$ cat src/rtl/pwm_pkg.sv
package pwm_pkg;
  localparam int TMR_W   = 8;
  localparam int EXT_W   = 2;
  localparam int DUTY_W  = TMR_W + EXT_W;
  localparam int DIV_W   = 4;
  localparam int CTL_LO  = 4;  // duty low bits position in control
  localparam int CTL_MD  = 2;  // mode field position
  localparam logic [1:0] ADDR_PER = 2'd0;
  localparam logic [1:0] ADDR_DHI = 2'd1;
  localparam logic [1:0] ADDR_CTL = 2'd2;
  localparam logic [1:0] MODE_RUN = 2'b11;

  function automatic logic [DIV_W-1:0] psc_last(input logic [1:0] sel);
    case (sel)
      2'b00:   psc_last = DIV_W'(0);
      2'b01:   psc_last = DIV_W'(3);
      default: psc_last = DIV_W'(15);
    endcase
  endfunction
endpackage

$ cat src/rtl/pwm_timebase.sv
module pwm_timebase
  import pwm_pkg::*;
#(
  parameter int TW = TMR_W,
  parameter int EW = EXT_W,
  localparam int BW = TW + EW
) (
  input  logic          clk,
  input  logic          rst_n,
  input  logic          en,
  input  logic [1:0]    psel,
  input  logic [TW-1:0] period,
  output logic [BW-1:0] base,
  output logic [BW-1:0] base_nxt,
  output logic          tick,
  output logic          wrap
);
  logic [DIV_W-1:0] div_q;
  logic [TW-1:0]    tmr_q;
  logic [EW-1:0]    ext_q;

  assign base     = {tmr_q, ext_q};
  assign tick     = en && (div_q >= psc_last(psel));
  assign wrap     = tick && (&ext_q) && (tmr_q == period);
  assign base_nxt = wrap ? '0 : base + BW'(1);

  always_ff @(posedge clk or negedge rst_n) begin
    if (!rst_n) begin
      div_q <= '0;
      tmr_q <= '0;
      ext_q <= '0;
    end else if (!en) begin
      div_q <= '0;
      tmr_q <= '0;
      ext_q <= '0;
    end else begin
      div_q <= tick ? '0 : div_q + DIV_W'(1);
      if (tick) {tmr_q, ext_q} <= base_nxt;
    end
  end

  p_hold_between_ticks_r7: assert property (@(posedge clk) disable iff (!rst_n)
    (en && !tick) |=> $stable(base));
  p_off_cleared_r8: assert property (@(posedge clk) disable iff (!rst_n)
    !en |=> (base == '0));
  p_wrap_restart_r2: assert property (@(posedge clk) disable iff (!rst_n)
    wrap |=> (base == '0));
endmodule

$ cat src/rtl/pwm_shadow.sv
module pwm_shadow #(
  parameter int W = 10
) (
  input  logic         clk,
  input  logic         rst_n,
  input  logic         en,
  input  logic         load,
  input  logic [W-1:0] duty_in,
  output logic [W-1:0] shadow
);
  always_ff @(posedge clk or negedge rst_n) begin
    if (!rst_n)     shadow <= '0;
    else if (!en)   shadow <= '0;
    else if (load)  shadow <= duty_in;
  end

  p_hold_mid_period_r5: assert property (@(posedge clk) disable iff (!rst_n)
    (en && !load) |=> $stable(shadow));
  p_load_at_boundary_r5: assert property (@(posedge clk) disable iff (!rst_n)
    load |=> (shadow == $past(duty_in)));
endmodule

$ cat src/rtl/dbuf_pwm.sv
module dbuf_pwm
  import pwm_pkg::*;
(
  input  logic              clk,
  input  logic              rst_n,
  input  logic              wr_en,
  input  logic [1:0]        wr_addr,
  input  logic [TMR_W-1:0]  wr_data,
  output logic              pwm_out,
  output logic              pwm_oe,
  output logic [DUTY_W-1:0] shadow_rd
);
  logic [TMR_W-1:0]  period_q, duty_hi_q, ctrl_q;
  logic [DUTY_W-1:0] duty_w, shadow, base, base_nxt;
  logic              pwm_on, tick, wrap, out_q;

  // register write port
  always_ff @(posedge clk or negedge rst_n) begin
    if (!rst_n) begin
      period_q  <= '0;
      duty_hi_q <= '0;
      ctrl_q    <= '0;
    end else if (wr_en) begin
      case (wr_addr)
        ADDR_PER: period_q  <= wr_data;
        ADDR_DHI: duty_hi_q <= wr_data;
        ADDR_CTL: ctrl_q    <= wr_data;
        default:  ;  // shadow address is read-only
      endcase
    end
  end

  assign duty_w = {duty_hi_q, ctrl_q[CTL_LO +: EXT_W]};
  assign pwm_on = (ctrl_q[CTL_MD +: 2] == MODE_RUN);

  pwm_timebase #(.TW(TMR_W), .EW(EXT_W)) u_tb (
    .clk(clk), .rst_n(rst_n), .en(pwm_on), .psel(ctrl_q[1:0]),
    .period(period_q), .base(base), .base_nxt(base_nxt),
    .tick(tick), .wrap(wrap)
  );

  pwm_shadow #(.W(DUTY_W)) u_sh (
    .clk(clk), .rst_n(rst_n), .en(pwm_on), .load(wrap),
    .duty_in(duty_w), .shadow(shadow)
  );

  // set/reset output latch
  always_ff @(posedge clk or negedge rst_n) begin
    if (!rst_n)                            out_q <= 1'b0;
    else if (!pwm_on)                      out_q <= 1'b0;
    else if (wrap)                         out_q <= (duty_w != '0);
    else if (tick && base_nxt == shadow)   out_q <= 1'b0;
  end

  assign pwm_out   = out_q & pwm_on;
  assign pwm_oe    = pwm_on;
  assign shadow_rd = pwm_on ? shadow : '0;

  p_rise_at_boundary_r2: assert property (@(posedge clk) disable iff (!rst_n)
    $rose(out_q) |-> $past(wrap));
  p_zero_duty_low_r6: assert property (@(posedge clk) disable iff (!rst_n)
    (shadow == '0) |-> !out_q);
  p_fall_on_match_r3: assert property (@(posedge clk) disable iff (!rst_n)
    $fell(out_q) |-> ($past(base_nxt) == $past(shadow) || !$past(pwm_on) || $past(wrap)));
endmodule

$ cat config.mk
export PLATFORM = sky130hd
export DESIGN_NAME = dbuf_pwm
export DESIGN_NICKNAME = d
export VERILOG_FILES = /design/src/rtl/pwm_pkg.sv /design/src/rtl/pwm_timebase.sv /design/src/rtl/pwm_shadow.sv /design/src/rtl/dbuf_pwm.sv
export SDC_FILE = /design/constraint.sdc
export NUM_CORES = 1
export LEC_CHECK = 0
export BUFFER_PORTS_ARGS = -buffer_cell sky130_fd_sc_hd__buf_2
export CAP_MARGIN = 20
export CORE_AREA = 2 2 73 75
export DETAILED_ROUTE_END_ITERATION = 6
export DIE_AREA = 0 0 75 77
export PLACE_DENSITY = 0.72
export SYNTH_ARGS = -nofsm -noshare
export SYNTH_HDL_FRONTEND = slang
export SYNTH_SLANG_ARGS = --single-unit
export TNS_END_PERCENT = 1
$ cat constraint.sdc
create_clock -name clk -period 2.8 [get_ports clk]
set_input_delay 0.28 -clock clk [delete_from_list [all_inputs] [get_ports clk]]
set_output_delay 0.28 -clock clk [all_outputs]
set_load 0.005 [all_outputs]
==> key figures, run 1 <==
Status
  – Status: finished, final reports clean

STA
  – Peak Freq: 395.0 MHz
  – Final hold vios: 0
  – Skew final: 0.01053 ns
  – RSZ-0062 raised after global routing: false
  – Final worst-path cycle share: 90.42%
  – Final Max Tran Viols: 0
  – Worst slew pin tran: 0.6401 ns
  – Relative slew slack: 57.14%
  – Fin Setup TNS: 0 ns
  – Final min period: 2.532 ns
  – Count of final setup violators: 0

Final layout
  – # nets final: 267
  – # diodes: 0
  – Area Overhead vs Synth: 11.87%
  – Share of cells above drive strength 1: 29.32%
  – Final Cell Area: 2900 um^2

Route
  – DR pass1 iterations: 4
  – DR vias: 1,763
  – DRT antenna net count: 0
  – DRC violation count after routing: 0
  – Wire per inst: 16.38 um
  – Avg Vias per Cell: 5.527
  – DRT Wirelength: 5226 um
  – Iter 0 DRT Violations: 97

Floorplanning
  – Die area: 5775 um^2
  – Initial core utilization: 52.09%
  – Number of core rows: 26
  – Core area: 4977 um^2
  – Die extent in y: 77 um
  – Die width: 75 um
  – I/O pin cnt: 25

Placed design
  – DP HPWL: 3878 um
  – Gp weighted congestion: 0.7986
  – Port bufs: 24
  – Placed instance area: 2755 um^2

Global route
  – Global-route wire length before repair: 8887 um
  – Number of global-route vias before repair: 1,778
  – Largest net degree at the start of global routing: 48
  – Initial antenna violation count: 0
  – Grt ovf: 0
  – All-Layer GR Usage: 20.37%

Clocking
  – Clock buffer count from CTS: 5
  – CTS tree: built
  – Clock Path Buffers: 2
  – H-tree depth: 2
  – Clock net sink count: 47
  – Resized Gates After CTS: 0
  – CTS clk-pin slew, worst paths: 0.10 ns
  – Hold buffers post-CTS: 0
  – Setup Buffers After CTS: 0
  – Root Driver: clkbuf_8
  – Worst-Skew Late Latency: 0.31 ns

Job
  – # Max-Cap Violations: 0

Power and ir drop
  – Pleak: 1.418 nW
  – P per Cell Area: 526.1 nW/um^2
  – Worst vdd ir: 426.4 uV

Critical path
  – CP arrival: 2.77 ns
  – Critical path endpoint category: register
  – Setup Crit Path Kind: reg -> reg
  – Crit Path Max Fanout: 13
  – Critical path data required time: 3.04 ns
  – Worst setup SP type: register

Logic synthesis
  – Warnings, synthesis: 0
  – Syn Area/Cell: 11.63 um^2
  – Top cells by area, synth: dfrtp_1 (45%), mux2_2 (9.6%), mux2_4 (5.8%)
  – Asr flop ratio synth: 100.0%
  – Number of synthesized register bits: 47
  – Netlist Area Pre-Place: 2592 um^2
  – Netlist cell types: 46
  – Top-count cell post-synth: dfrtp_1
  – Cells after Synth: 223
  – Synth top cells by count: dfrtp_1 (47), mux2_2 (22), xor2_1 (15), and3_1 (14)
  – EDFF count, synth: 0
  – Top FF cell, synth: dfrtp_1
  – Largest area contributor in the netlist: dfrtp_1
  – Register area share after synthesis: 45.37%
  – Yosys top cell area share: 45.37%
  – Mapped Nets: 242

Worst hold path
  – Hold Crit Class: in -> reg
layout make-up:
cell class / count / area [um^2]
sequential: 47 / 1176
tap: 70 / 87.58
clock inverter: 3 / 46.29
fill: 399 / 2077
inverter: 10 / 37.54
clock buffer: 5 / 68.82
multi-input combinational: 157 / 1326
timing repair buffer: 27 / 157.7
report_power, final:
part / switching [mW] / internal, mW / total [mW]
clock: 0.246 / 0.269 / 0.515
combinational: 0.0976 / 0.0995 / 0.197
sequential: 0.0694 / 0.744 / 0.813
sequential cells by signal, summed over array words and instances, names as in the netlist:
register	flops
u_tb.ext_q	2
u_sh.shadow	10
out_q	1
period_q	8
u_tb.div_q	4
duty_hi_q	8
ctrl_q	6
u_tb.tmr_q	8
placed cells by master, fill, tap and decap left out, types with 2 or more instances in the layout:
cell type,instances
dfrtp_1,47
buf_2,24
mux2_2,22
xor2_1,15
and3_1,14
nand2_1,10
inv_1,10
mux2_4,10
nor2_1,9
o21ai_0,8
xnor2_1,8
ha_1,6
clkbuf_8,5
nand3b_1,4
and4_1,4
o31ai_1,4
nor3_1,3
nand3_1,3
nor4_1,3
nor3b_1,3
nand4_1,2
o22ai_1,2
a21oi_1,2
a31oi_1,2
o32ai_1,2
xnor3_1,2
a32o_1,2
final timing paths:
path	start	cells past startpoint	slack (ns)	to
max reg2reg	ctrl_q[1]$_DFFE_PN0P_	8	0.27	out_q$_DFFE_PN0P_
max	ctrl_q[1]$_DFFE_PN0P_	8	0.27	out_q$_DFFE_PN0P_
min reg2reg	u_tb.div_q[0]$_DFF_PN0_	1	0.50	u_tb.div_q[0]$_DFF_PN0_
min	wr_data[4]	2	0.23	duty_hi_q[4]$_DFFE_PN0P_
max in group asynchronous	rst_n	3	1.92	u_tb.ext_q[1]$_DFFE_PN0P_
min in group asynchronous	rst_n	2	0.39	u_tb.div_q[0]$_DFF_PN0_
metal layers:
metal	wire [um]	track usage (%)	vias up	share of wire [%]
met2	2475	30.26	33	47
met5	0	0	-	0
met3	194	4.205	4	3.7
met1	2510	29.97	866	48
li1	-	-	860	-
met4	45	5.893	0	0.86
cell families (layout without fill, tap and decap cells):
family | count (synthesis) | count (layout) | synth area share, %
adder cells (fa/ha/maj) | 6 | 6 | 2.896
AO/OA/AOI/OAI | 29 | 29 | 7.819
multiplexers | 33 | 33 | 15.73
AND/OR/NAND/NOR | 64 | 64 | 15.20
buffers and inverters | 19 | 45 | 3.475
flip-flops | 47 | 47 | 45.37
XOR/XNOR | 25 | 25 | 9.508
critical path, stage by stage, from the launching register on:
cell       delay (ns)
dfrtp_1          0.39
or2_2            0.31
ha_1             0.27
o21ai_0          0.08
a211o_1          0.39
or3_4            0.53
a22oi_1          0.26
a2111oi_2        0.08
a31oi_1          0.16
per-stage QoR:
step / hold slack [ns] / setup WS, ns / instances / total power [mW] / util, %
finish: 0.2268 / 0.2682 / 319 / 1.526 / 58.27
floorplan: -0.01559 / 0.3946 / 223 / 0.9431 / -
global placement: 0.4770 / 0.3164 / 309 / 1.010 / 55.35
CTS: 0.1860 / 0.2683 / 317 / 1.531 / 57.67
global route: 0.2174 / 0.09902 / 319 / 1.604 / 58.27
detailed placement: 0.4819 / 0.2464 / 309 / 1.022 / 55.35
Note: power is estimated with default switching activity, not from simulation.
==> run 2: changes to the inputs <==
- ABC_AREA: unset -> 1
- CORE_AREA: 2 2 73 75 -> 2 2 72 74
- DIE_AREA: 0 0 75 77 -> 0 0 74 76
- PLACE_DENSITY: 0.72 -> 0.71
==> run 2 against run 1 <==
Compared with the run above: non-clock buffer count is 1 higher; clock skew is 0.0066 ns lower; die area fell by 2.6%; synthesized cell count is 44% higher; largest cell class is now flip-flops and latches.
==> key figures, run 2 <==
Status
  – Status: finished, final reports clean (unchanged)

Clocking
  – Clock Path Buffers: 2 (unchanged)
  – Worst-Skew Late Latency: 0.30 ns (was 0.31 ns)
  – Clock buffer count from CTS: 5 (unchanged)
  – Clock net sink count: 47 (unchanged)
  – CTS clk-pin slew, worst paths: 0.08 ns (was 0.10 ns)
  – H-tree depth: 2 (unchanged)
  – CTS tree: built (unchanged)
  – Setup Buffers After CTS: 0 (unchanged)
  – Root Driver: clkbuf_8 (unchanged)

Power and ir drop
  – Worst vdd ir: 410.1 uV (was 426.4 uV)
  – Pwr Total: 1.457 mW (was 1.526 mW)
  – Pleak: 1.423 nW (was 1.418 nW)
  – P per Cell Area: 519.7 nW/um^2 (was 526.1 nW/um^2)

Logic synthesis
  – Asr flop ratio synth: 100.0% (unchanged)
  – Synth top cells by count: nand2_1 (73), inv_1 (50), dfrtp_1 (47), nand3_1 (31), o21ai_0 (30) (was dfrtp_1 (47), mux2_2 (22), xor2_1 (15), and3_1 (14))
  – Warnings, synthesis: 0 (unchanged)
  – Register area share after synthesis: 47.17% (was 45.37%)
  – Netlist Area Pre-Place: 2494 um^2 (was 2592 um^2)
  – Top cells by area, synth: dfrtp_1 (47%), nand2_1 (11%), inv_1 (7.5%) (was dfrtp_1 (45%), mux2_2 (9.6%), mux2_4 (5.8%))
  – Cells after Synth: 321 (was 223)
  – Top-count cell post-synth: nand2_1 (was dfrtp_1)
  – EDFF count, synth: 0 (unchanged)
  – Largest area contributor in the netlist: dfrtp_1 (unchanged)
  – Mapped Nets: 340 (was 242)
  – Number of synthesized register bits: 47 (unchanged)
  – Netlist cell types: 25 (was 46)
  – Yosys top cell area share: 47.17% (was 45.37%)
  – Top FF cell, synth: dfrtp_1 (unchanged)
  – Syn Area/Cell: 7.768 um^2 (was 11.63 um^2)

Route
  – DRT antenna net count: 0 (unchanged)
  – Avg Vias per Cell: 5.046 (was 5.527)
  – DR top layer: met4 (unchanged)
  – DR vias: 2,099 (was 1,763)
  – DRC violation count after routing: 0 (unchanged)
  – Iter 0 DRT Violations: 157 (was 97)
  – DR pass1 iterations: 4 (unchanged)
  – Met3 routed WL: 205 um (was 194 um)
  – WL met1: 2511 um (was 2510 um)
  – Met2 wire length: 2637 um (was 2475 um)
  – Wire per inst: 13.12 um (was 16.38 um)
  – DRT Wirelength: 5456 um (was 5226 um)

Critical path
  – Critical path endpoint category: register (unchanged)
  – Setup slack, reg-to-reg: 0.46 ns (was 0.27 ns)
  – Crit Path Max Fanout: 20 (was 13)
  – Setup Crit Path Kind: reg -> reg (unchanged)
  – Worst setup SP type: register (unchanged)
  – CP arrival: 2.54 ns (was 2.77 ns)
  – Critical path data required time: 3.00 ns (was 3.04 ns)

Global route
  – All-Layer GR Usage: 22.10% (was 20.37%)
  – Grt ovf: 0 (unchanged)
  – Global-route wire length before repair: 9639 um (was 8887 um)
  – Number of global-route vias before repair: 2,044 (was 1,778)
  – Largest net degree at the start of global routing: 48 (unchanged)
  – Initial antenna violation count: 0 (unchanged)

Final layout
  – Share of cells above drive strength 1: 14.16% (was 29.32%)
  – # diodes: 0 (unchanged)
  – Area Overhead vs Synth: 12.44% (was 11.87%)
  – Biggest register: u_sh.shadow (unchanged)
  – # nets final: 365 (was 267)
  – Most frequent cells in the layout: nand2_1 (73), inv_1 (50), dfrtp_1 (47), nand3_1 (31), o21ai_0 (30) (was dfrtp_1 (47), buf_2 (24), mux2_2 (22), xor2_1 (15), and3_1 (14))
  – Commonest non-fill, non-tap cell in the layout: nand2_1 (was dfrtp_1)
  – Largest register FFs: 10 (unchanged)

STA
  – Final Max Tran Viols: 0 (unchanged)
  – Skew final: 0.003949 ns (was 0.01053 ns)
  – RSZ-0062 raised after global routing: false (unchanged)
  – Fin Setup TNS: 0 ns (unchanged)
  – Peak Freq: 426.7 MHz (was 395.0 MHz)
  – Final hold vios: 0 (unchanged)
  – Worst slew pin tran: 0.5794 ns (was 0.6401 ns)
  – Final min period: 2.343 ns (was 2.532 ns)
  – Final worst-path cycle share: 83.69% (was 90.42%)
  – Relative slew slack: 61.26% (was 57.14%)
  – Count of final setup violators: 0 (unchanged)

Floorplanning
  – Die area: 5624 um^2 (was 5775 um^2)
  – I/O pin cnt: 25 (unchanged)
  – Initial core utilization: 50.76% (was 52.09%)
  – Core area: 4912 um^2 (was 4977 um^2)
  – Number of core rows: 26 (unchanged)
  – Die extent in y: 76 um (was 77 um)
  – Die width: 74 um (was 75 um)

Placed design
  – Port bufs: 24 (unchanged)
  – DP HPWL: 4134 um (was 3878 um)
  – Gp weighted congestion: 0.8243 (was 0.7986)

Job
  – # Max-Cap Violations: 0 (unchanged)

Worst hold path
  – Hold Crit Class: in -> reg (unchanged)
## run 2: changes by cell type after synthesis, sizes merged, moves of 5 or more
cell   change
nand2     +68
inv       +46
mux2      -32
nand3     +29
o21ai     +21
nor2      +18
and3      -14
o22ai     +10
xor2       -6
xnor2      -5
## run 2: cell families (layout without fill, tap and decap cells)
kind of cell / after synthesis / in the layout / synth area share [%]
fa+ha+maj: 6 / 6 / 3.010
flops: 47 / 47 / 47.17
buf+inv: 66 / 91 / 10.39
compound gates: 46 / 46 / 10.04
simple gates: 144 / 144 / 25.19
xor+xnor: 12 / 12 / 4.215
## run 2: final timing paths
check / startpoint / end / depth (start not counted)
worst min register to register: ctrl_q[3]$_DFFE_PN0P_ / ctrl_q[3]$_DFFE_PN0P_ / 2
worst max register to register: ctrl_q[1]$_DFFE_PN0P_ / out_q$_DFFE_PN0P_ / 15
worst min-delay path: wr_data[6] / duty_hi_q[6]$_DFFE_PN0P_ / 3
worst max-delay path: ctrl_q[1]$_DFFE_PN0P_ / out_q$_DFFE_PN0P_ / 15
max in group asynchronous: rst_n / u_tb.tmr_q[2]$_DFFE_PN0P_ / 3
min in group asynchronous: rst_n / ctrl_q[3]$_DFFE_PN0P_ / 2
## run 2: routing by layer
layer  GRT usage, %  vias to the layer above
li1               -                     1062
met1          32.22                      983
met2          33.66                       43
met3          3.439                       11
met4          7.273                        0
met5              0                        -
## run 2: where the power goes
part	leakage [nW]	switching, mW	internal [mW]
registers	0.624	0.0495	0.732
logic	0.749	0.118	0.0683
clock network	0.0502	0.229	0.261
total	1.42	0.396	1.06
## run 2: final cells by class
type	count	area (um^2)
tap	70	87.58
inverter	56	210.2
clock inverter	2	37.54
clock buffer	5	68.82
timing repair buffer	28	165.2
sequential	47	1176
fill	461	2108
multi-input combinational	208	1059
## run 2: worst max-delay path: stages, from the launching register on
cell     delay [ns]
dfrtp_1        0.40
nor2_1         0.15
inv_1          0.06
ha_1           0.27
nand3_1        0.11
nand3_1        0.08
nand2_1        0.09
inv_1          0.08
nand2_2        0.30
nand2_1        0.14
a21oi_1        0.17
nand2_1        0.06
nor2_1         0.13
nand3_1        0.08
nand2_1        0.07
nand2_1        0.05
## run 2: stage by stage
step           std cells  cell area [um^2]  hold WS, ns  setup slack, ns  util, %
5_1_grt              416              2804       0.2463           0.1493    57.08
4_1_cts              414              2774       0.1906           0.4471    56.47
6_report             416              2804       0.2387           0.4566    57.08
3_3_place_gp         407              2668       0.4691           0.5278    54.30
3_5_place_dp         407              2668       0.4774           0.4640    54.30
2_1_floorplan        321              2494     -0.01559           0.9202        -
## run 2: timing repair
item	4_1_cts	5_1_grt
gates resized for setup	0	0
hold endpoints to repair	0	12
hold buffers	0	1
